**config.mk**
```make
export PLATFORM = sky130hd
export DESIGN_NAME = dma_irq_regbank
export DESIGN_NICKNAME = d
export VERILOG_FILES = /design/src/rtl/dma_irq_pkg.sv /design/src/rtl/dma_irq_decode.sv /design/src/rtl/dma_irq_acct.sv /design/src/rtl/dma_irq_status.sv /design/src/rtl/dma_irq_regbank.sv
export SDC_FILE = /design/constraint.sdc
export NUM_CORES = 1
export LEC_CHECK = 0
export BUFFER_PORTS_ARGS = -buffer_cell sky130_fd_sc_hd__buf_2
export CAP_MARGIN = 5
export CORE_MARGIN = 5
export CORE_UTILIZATION = 52
export CTS_CLUSTER_SIZE = 25
export DETAILED_ROUTE_END_ITERATION = 10
export PLACE_DENSITY = 0.82
export REMOVE_ABC_BUFFERS = 1
export SLEW_MARGIN = 20
export SYNTH_ARGS = -nofsm -noshare
export SYNTH_HDL_FRONTEND = slang
export SYNTH_SLANG_ARGS = --single-unit
export TNS_END_PERCENT = 10
```
**constraint.sdc**
```tcl
create_clock -name clk_i -period 1.6 [get_ports clk_i]
set_clock_uncertainty 0.05 [all_clocks]
set_input_delay 0.24 -clock clk_i [delete_from_list [all_inputs] [get_ports clk_i]]
set_output_delay 0.24 -clock clk_i [all_outputs]
set_load 0.1 [all_outputs]
```
**src/rtl/dma_irq_pkg.sv**
```systemverilog
package dma_irq_pkg;
  localparam int unsigned NSRC = 12;

  localparam int unsigned B_INV       = 0;
  localparam int unsigned B_SDONE     = 1;
  localparam int unsigned B_DDONE     = 2;
  localparam int unsigned B_BYTE_OVF  = 3;
  localparam int unsigned B_SACCT_OVF = 4;
  localparam int unsigned B_DACCT_OVF = 5;
  localparam int unsigned B_SFETCH    = 6;
  localparam int unsigned B_DFETCH    = 7;
  localparam int unsigned B_RD_ERR    = 8;
  localparam int unsigned B_WR_ERR    = 9;
  localparam int unsigned B_DONE      = 10;
  localparam int unsigned B_PAUSE     = 11;

  // word indices
  localparam int unsigned W_STAT = 0;
  localparam int unsigned W_MASK = 1;
  localparam int unsigned W_UNM  = 2;
  localparam int unsigned W_MSET = 3;
  localparam int unsigned W_SCNT = 4;
  localparam int unsigned W_DCNT = 5;

  typedef enum logic [2:0] {
    SEL_NONE, SEL_STAT, SEL_MASK, SEL_UNM, SEL_MSET, SEL_SCNT, SEL_DCNT
  } reg_sel_e;
endpackage

```
**src/rtl/dma_irq_decode.sv**
```systemverilog
module dma_irq_decode
  import dma_irq_pkg::*;
#(
  parameter int unsigned ADDR_W = 8
) (
  input  logic [ADDR_W-1:0] addr_i,
  output reg_sel_e          sel_o
);
  localparam int unsigned WORD_W = ADDR_W - 2;

  logic [WORD_W-1:0] word;
  assign word = addr_i[ADDR_W-1:2];

  always_comb begin
    sel_o = SEL_NONE;
    if (addr_i[1:0] == 2'b00) begin
      case (word)
        WORD_W'(W_STAT): sel_o = SEL_STAT;
        WORD_W'(W_MASK): sel_o = SEL_MASK;
        WORD_W'(W_UNM):  sel_o = SEL_UNM;
        WORD_W'(W_MSET): sel_o = SEL_MSET;
        WORD_W'(W_SCNT): sel_o = SEL_SCNT;
        WORD_W'(W_DCNT): sel_o = SEL_DCNT;
        default:         sel_o = SEL_NONE;
      endcase
    end
  end
endmodule

```
**src/rtl/dma_irq_acct.sv**
```systemverilog
module dma_irq_acct #(
  parameter int unsigned CNT_W = 8
) (
  input  logic             clk_i,
  input  logic             rst_ni,
  input  logic             inc_i,
  input  logic             clr_i,
  output logic [CNT_W-1:0] cnt_o,
  output logic             wrap_o
);
  logic [CNT_W-1:0] cnt_q;

  // a clearing read restarts the count; a coincident pulse is kept
  always_ff @(posedge clk_i or negedge rst_ni) begin
    if (!rst_ni)    cnt_q <= '0;
    else if (clr_i) cnt_q <= CNT_W'(inc_i);
    else if (inc_i) cnt_q <= cnt_q + 1'b1;
  end

  assign wrap_o = inc_i && !clr_i && (&cnt_q);
  assign cnt_o  = cnt_q;
endmodule

```
**src/rtl/dma_irq_status.sv**
```systemverilog
module dma_irq_status #(
  parameter int unsigned N = 12
) (
  input  logic         clk_i,
  input  logic         rst_ni,
  input  logic [N-1:0] set_i,
  input  logic [N-1:0] w1c_i,
  input  logic [N-1:0] mask_clr_i,
  input  logic [N-1:0] mask_set_i,
  output logic [N-1:0] stat_o,
  output logic [N-1:0] mask_o,
  output logic         irq_o
);
  logic [N-1:0] stat_q, mask_q;

  // set after clear: an event beats a same-cycle clear
  always_ff @(posedge clk_i or negedge rst_ni) begin
    if (!rst_ni) begin
      stat_q <= '0;
      mask_q <= '1;
    end else begin
      stat_q <= (stat_q & ~w1c_i) | set_i;
      mask_q <= (mask_q & ~mask_clr_i) | mask_set_i;
    end
  end

  assign stat_o = stat_q;
  assign mask_o = mask_q;
  assign irq_o  = |(stat_q & ~mask_q);
endmodule

```
**src/rtl/dma_irq_regbank.sv**
```systemverilog
module dma_irq_regbank
  import dma_irq_pkg::*;
#(
  parameter int unsigned ADDR_W = 8,
  parameter int unsigned DATA_W = 32,
  parameter int unsigned CNT_W  = 8
) (
  input  logic              clk_i,
  input  logic              rst_ni,
  input  logic [ADDR_W-1:0] addr_i,
  input  logic              wr_en_i,
  input  logic [DATA_W-1:0] wr_data_i,
  input  logic              rd_en_i,
  output logic [DATA_W-1:0] rd_data_o,
  input  logic              src_dscr_done_i,
  input  logic              dst_dscr_done_i,
  input  logic              dma_done_i,
  input  logic              pause_i,
  input  logic [3:0]        bus_err_i,
  input  logic              byte_ovf_i,
  output logic              irq_o
);
  localparam int unsigned NACCT = 2;

  reg_sel_e    sel;
  logic [NSRC-1:0] wdat, set_v, w1c_v, mclr_v, mset_v, stat_w, mask_w;
  logic [NACCT-1:0] acct_inc, acct_clr, acct_wrap;
  logic [CNT_W-1:0] acct_cnt [NACCT];
  logic [CNT_W-1:0] src_cnt_w, dst_cnt_w;
  logic             bad_acc;
  logic [DATA_W-1:0] rd_mux, rd_q;

  dma_irq_decode #(.ADDR_W(ADDR_W)) u_dec (.addr_i(addr_i), .sel_o(sel));

  assign wdat    = wr_data_i[NSRC-1:0];
  assign bad_acc = (wr_en_i || rd_en_i) && (sel == SEL_NONE);
  assign w1c_v   = (wr_en_i && sel == SEL_STAT) ? wdat : '0;
  assign mclr_v  = (wr_en_i && sel == SEL_UNM)  ? wdat : '0;
  assign mset_v  = (wr_en_i && sel == SEL_MSET) ? wdat : '0;

  assign acct_inc = {dst_dscr_done_i, src_dscr_done_i};
  assign acct_clr = {rd_en_i && sel == SEL_DCNT, rd_en_i && sel == SEL_SCNT};

  for (genvar g = 0; g < NACCT; g++) begin : g_acct
    dma_irq_acct #(.CNT_W(CNT_W)) u_acct (
      .clk_i (clk_i),
      .rst_ni(rst_ni),
      .inc_i (acct_inc[g]),
      .clr_i (acct_clr[g]),
      .cnt_o (acct_cnt[g]),
      .wrap_o(acct_wrap[g])
    );
  end

  assign src_cnt_w = acct_cnt[0];
  assign dst_cnt_w = acct_cnt[1];

  always_comb begin
    set_v              = '0;
    set_v[B_INV]       = bad_acc;
    set_v[B_SDONE]     = src_dscr_done_i;
    set_v[B_DDONE]     = dst_dscr_done_i;
    set_v[B_BYTE_OVF]  = byte_ovf_i;
    set_v[B_SACCT_OVF] = acct_wrap[0];
    set_v[B_DACCT_OVF] = acct_wrap[1];
    set_v[B_SFETCH]    = bus_err_i[0];
    set_v[B_DFETCH]    = bus_err_i[1];
    set_v[B_RD_ERR]    = bus_err_i[2];
    set_v[B_WR_ERR]    = bus_err_i[3];
    set_v[B_DONE]      = dma_done_i;
    set_v[B_PAUSE]     = pause_i;
  end

  dma_irq_status #(.N(NSRC)) u_stat (
    .clk_i     (clk_i),
    .rst_ni    (rst_ni),
    .set_i     (set_v),
    .w1c_i     (w1c_v),
    .mask_clr_i(mclr_v),
    .mask_set_i(mset_v),
    .stat_o    (stat_w),
    .mask_o    (mask_w),
    .irq_o     (irq_o)
  );

  always_comb begin
    rd_mux = '0;
    case (sel)
      SEL_STAT: rd_mux = DATA_W'(stat_w);
      SEL_MASK: rd_mux = DATA_W'(mask_w);
      SEL_SCNT: rd_mux = DATA_W'(src_cnt_w);
      SEL_DCNT: rd_mux = DATA_W'(dst_cnt_w);
      default:  rd_mux = '0;
    endcase
  end

  always_ff @(posedge clk_i or negedge rst_ni) begin
    if (!rst_ni)      rd_q <= '0;
    else if (rd_en_i) rd_q <= rd_mux;
  end

  assign rd_data_o = rd_q;
endmodule

```
==> reports/results.ini <==
[routing]
drcViolationCount = 0
ant_nets = 0
wl_per_cell_um = 15.8
dr_total_vias = 2558
drt_first_pass_iters = 5
drtIter0Drc = 182
vias_per_cell = 5.47
routed_wl_um = 7380

[placed_design]
dp_hpwl_um = 5570
dp.cells = 455
port_buffers = 45
dp_slack_ns = -0.835
gp_congestion = 0.843

[die]
die_w_um = 84.4
num_rows = 27
core_um2 = 5440
initial_core_util_pct = 53.0
ios = 86
die_y_um = 84.4
dieArea_um2 = 7130

[sta]
max_freq_mhz = 484
hold-worst-slack_ns = 0.0497
hold_violations = 0
setup_viol = 25
slew_headroom_pct = 63.0
fin_crit_sh_pct = 129
finalCriticalPeriod_ns = 2.07
worst_pin_slew_ns = 0.554
drv_slew = 0
rsz0062_at_grt = yes
fin_ws_ns = -0.465

[status]
violations = negative setup slack
outcome = complete, but fails checks

[final_layout]
n_fill_cell = 446
layout.nets = 452
final_layout_size_suffix_gt1_share_pct = 28.3
fin_cells = 468
multi_input_area_um2 = 1420
seq_area_um2 = 1320
area_growth_syn_to_layout_pct = 21.9
antenna-diode-count = 0

[clock_network]
cts.sinks = 52
htree_num_levels = 2
tritoncts = built
clk_latency_ns = 0.31
cts_buffer_depth = 2
root_buffer = clkbuf_8
clkSlewWorstSetupHoldPaths_ns = 0.09
cts_made_buffers = 5

[worst_setup_path]
reg2reg_depth = 5
crit_fanout = 8
critPathRequiredTime_ns = 1.78
crit_path_end_kind = register
crit_type = primary input to register
cp_data_arrival_time_ns = 2.25
start_kind = primary input
reg2reg_setup_slack_ns = 0.28

[synthesis]
ys_warn_count = 0
avgSynthCellArea_um2 = 9.06
synthesis.area_um2 = 2880
yosys-top-cells-area = dfrtp_1 (35%), dfstp_2 (11%), nand2_1 (7.3%)
yosysTopAreaCell = dfrtp_1
seq_area_frac_synth_pct = 45.7
syn-instance-count = 318
yosys_register_bits = 52
synth_top_area_share_pct = 34.7
synth_cell_types = 39

[global_routing]
antenna_found_initial = 0
grt_pass1_wl_um = 12300
grt.total_usage_pct = 21.3
grt-ovfl-total = 0
grt_max_degree = 53
grt_pass1_vias = 2599

[power_and_ir_drop]
p_leak_uw = 0.00159
combPwrFrac_pct = 26.8
vdd_drop_max_uv = 654
pwr-share-clk_pct = 21.9
swShare_pct = 36.4
p_sw_uw = 1300
internal_power_uw = 2260
p_per_area_nw_per_um2 = 1010
seqPwrFrac_pct = 51.4

[flow_run]
drv_cap = 0

[hold_path]
whs_path_depth = 2
hold_class = primary input to register

==> critical path: stages <==
cell and delay [ns]:
buf_6 0.09, or3_4 0.39, nor3_4 0.16, nand2_1 0.11, ha_1 0.30, or4bb_4 0.47, nor4_4 0.15, buf_6 0.17
a21oi_1 0.08, o21ai_1 0.08
==> stage by stage <==
step | utilization (%) | setup TNS [ns] | cell area [µm²] | power (µW)
2_1_floorplan | - | -12.63 | 2760 | 2420
3_3_place_gp | 61.3 | -15.25 | 3330 | 2720
3_5_place_dp | 61.3 | -18.26 | 3330 | 2790
4_1_cts | 64.5 | -9.71 | 3510 | 3570
5_1_grt | 64.6 | -11.30 | 3510 | 3770
6_report | 64.6 | -9.10 | 3510 | 3560
==> path summary, 6_finish.rpt <==
path                                                start                         to
worst max-delay path                            addr_i[1]               rd_data_o[7]
worst min-delay path                         bus_err_i[3]           u_stat.stat_o[9]
worst max register to register  g_acct[1].u_acct.cnt_o[0]  g_acct[1].u_acct.cnt_o[6]
worst min register to register           u_stat.stat_o[7]           u_stat.stat_o[7]
max in group asynchronous                          rst_ni           u_stat.mask_o[7]
min in group asynchronous                          rst_ni          u_stat.stat_o[10]
==> placed cells by master (no fill, tap or decap), types with 3 or more instances in the layout <==
cell type	instances
xnor2_1	6
nand3_1	5
clkbuf_8	6
nand4_1	5
a221o_1	4
nor2b_1	12
o21ai_1	3
ha_1	4
nor2_1	20
buf_2	43
buf_6	3
xor2_1	7
dfrtp_1	40
dfstp_2	12
inv_1	14
a21o_1	9
nand2_1	56
mux2i_1	11
a21oi_1	21
buf_4	32
conb_1	20
o21ai_0	26
o22ai_1	3
==> power by group through the flow <==
stage,registers (µW),clock network (µW),logic [µW]
final,1830,779,953
after global placement,1830,0,894
after detailed placement,1850,0,940
after global routing,1860,852,1060
after floorplan,1770,0,655
after CTS,1820,795,955
==> cell families after synthesis <==
kind of cell / after synthesis / synth area share (%)
and+or+nand+nor: 117 / 20.0
AOI/OAI and AO/OA: 74 / 15.3
DFF: 52 / 45.7
buffers and inverters: 44 / 8.55
xor gates and xnor gates: 13 / 3.95
muxes: 13 / 4.60
adders and majority gates: 4 / 1.74
other: 1 / 0.130
==> layer usage <==
metal | routed length (µm) | track usage (%) | vias up | part of all wire (%)
met5 | 0 | 0 | - | 0
met4 | 141 | 7.77 | 0 | 1.9
met3 | 438 | 3.14 | 14 | 5.9
met2 | 3810 | 36.8 | 85 | 52
met1 | 2990 | 27.2 | 1255 | 41
li1 | - | - | 1204 | -
==> final cells by class <==
cell class                      count  area share [%]
Clock inverter                      2           0.285
Sequential cell                    52            37.5
Multi-Input combinational cell    241            40.5
Timing Repair Buffer               81            15.3
Clock buffer                        6            2.35
Inverter                           14            1.50
Tap cell                           72            2.56
==> cell usage after synthesis, drive strengths merged <==
| master | instances |
|---|---|
| dfrtp | 40 |
| dfstp | 12 |
| inv | 14 |
| buf | 25 |
| nor2b | 12 |
| xnor2 | 6 |
| o22ai | 3 |
| conb | 1 |
| a21o | 9 |
| or3 | 2 |
| mux2 | 2 |
| and4 | 1 |
| a221o | 4 |
| a22o | 1 |
| nand2b | 1 |
| nor3 | 5 |
| a21oi | 22 |
| clkbuf | 5 |
| nor4 | 2 |
| ha | 4 |
| nand4 | 5 |
| nand2 | 56 |
| o2bb2ai | 2 |
| or4bb | 1 |
| or4b | 1 |
| nand3 | 5 |
| o21ai | 29 |
| nor2 | 20 |
| nand3b | 1 |
| and3 | 2 |
| xor2 | 7 |
| o21a | 1 |
| a221oi | 3 |
| and2 | 3 |
| mux2i | 11 |
==> flip-flops by register name, indices dropped and copies added (netlist names) <==
name,flops
rd_data_o,12
u_stat.stat_o,12
g_acct.u_acct.cnt_o,16
u_stat.mask_o,12
==> timing repair <==
| action | CTS | global route |
|---|---|---|
| hold buffers | 1 | 0 |
| setup endpoints to repair | 25 | 25 |
| endpoints found under the hold margin | 40 | 0 |
| pin swaps | 2 | 2 |
| gates resized for setup | 13 | 1 |
| buffers inserted | 4 | 0 |
Power figures use the tool's default switching activity.
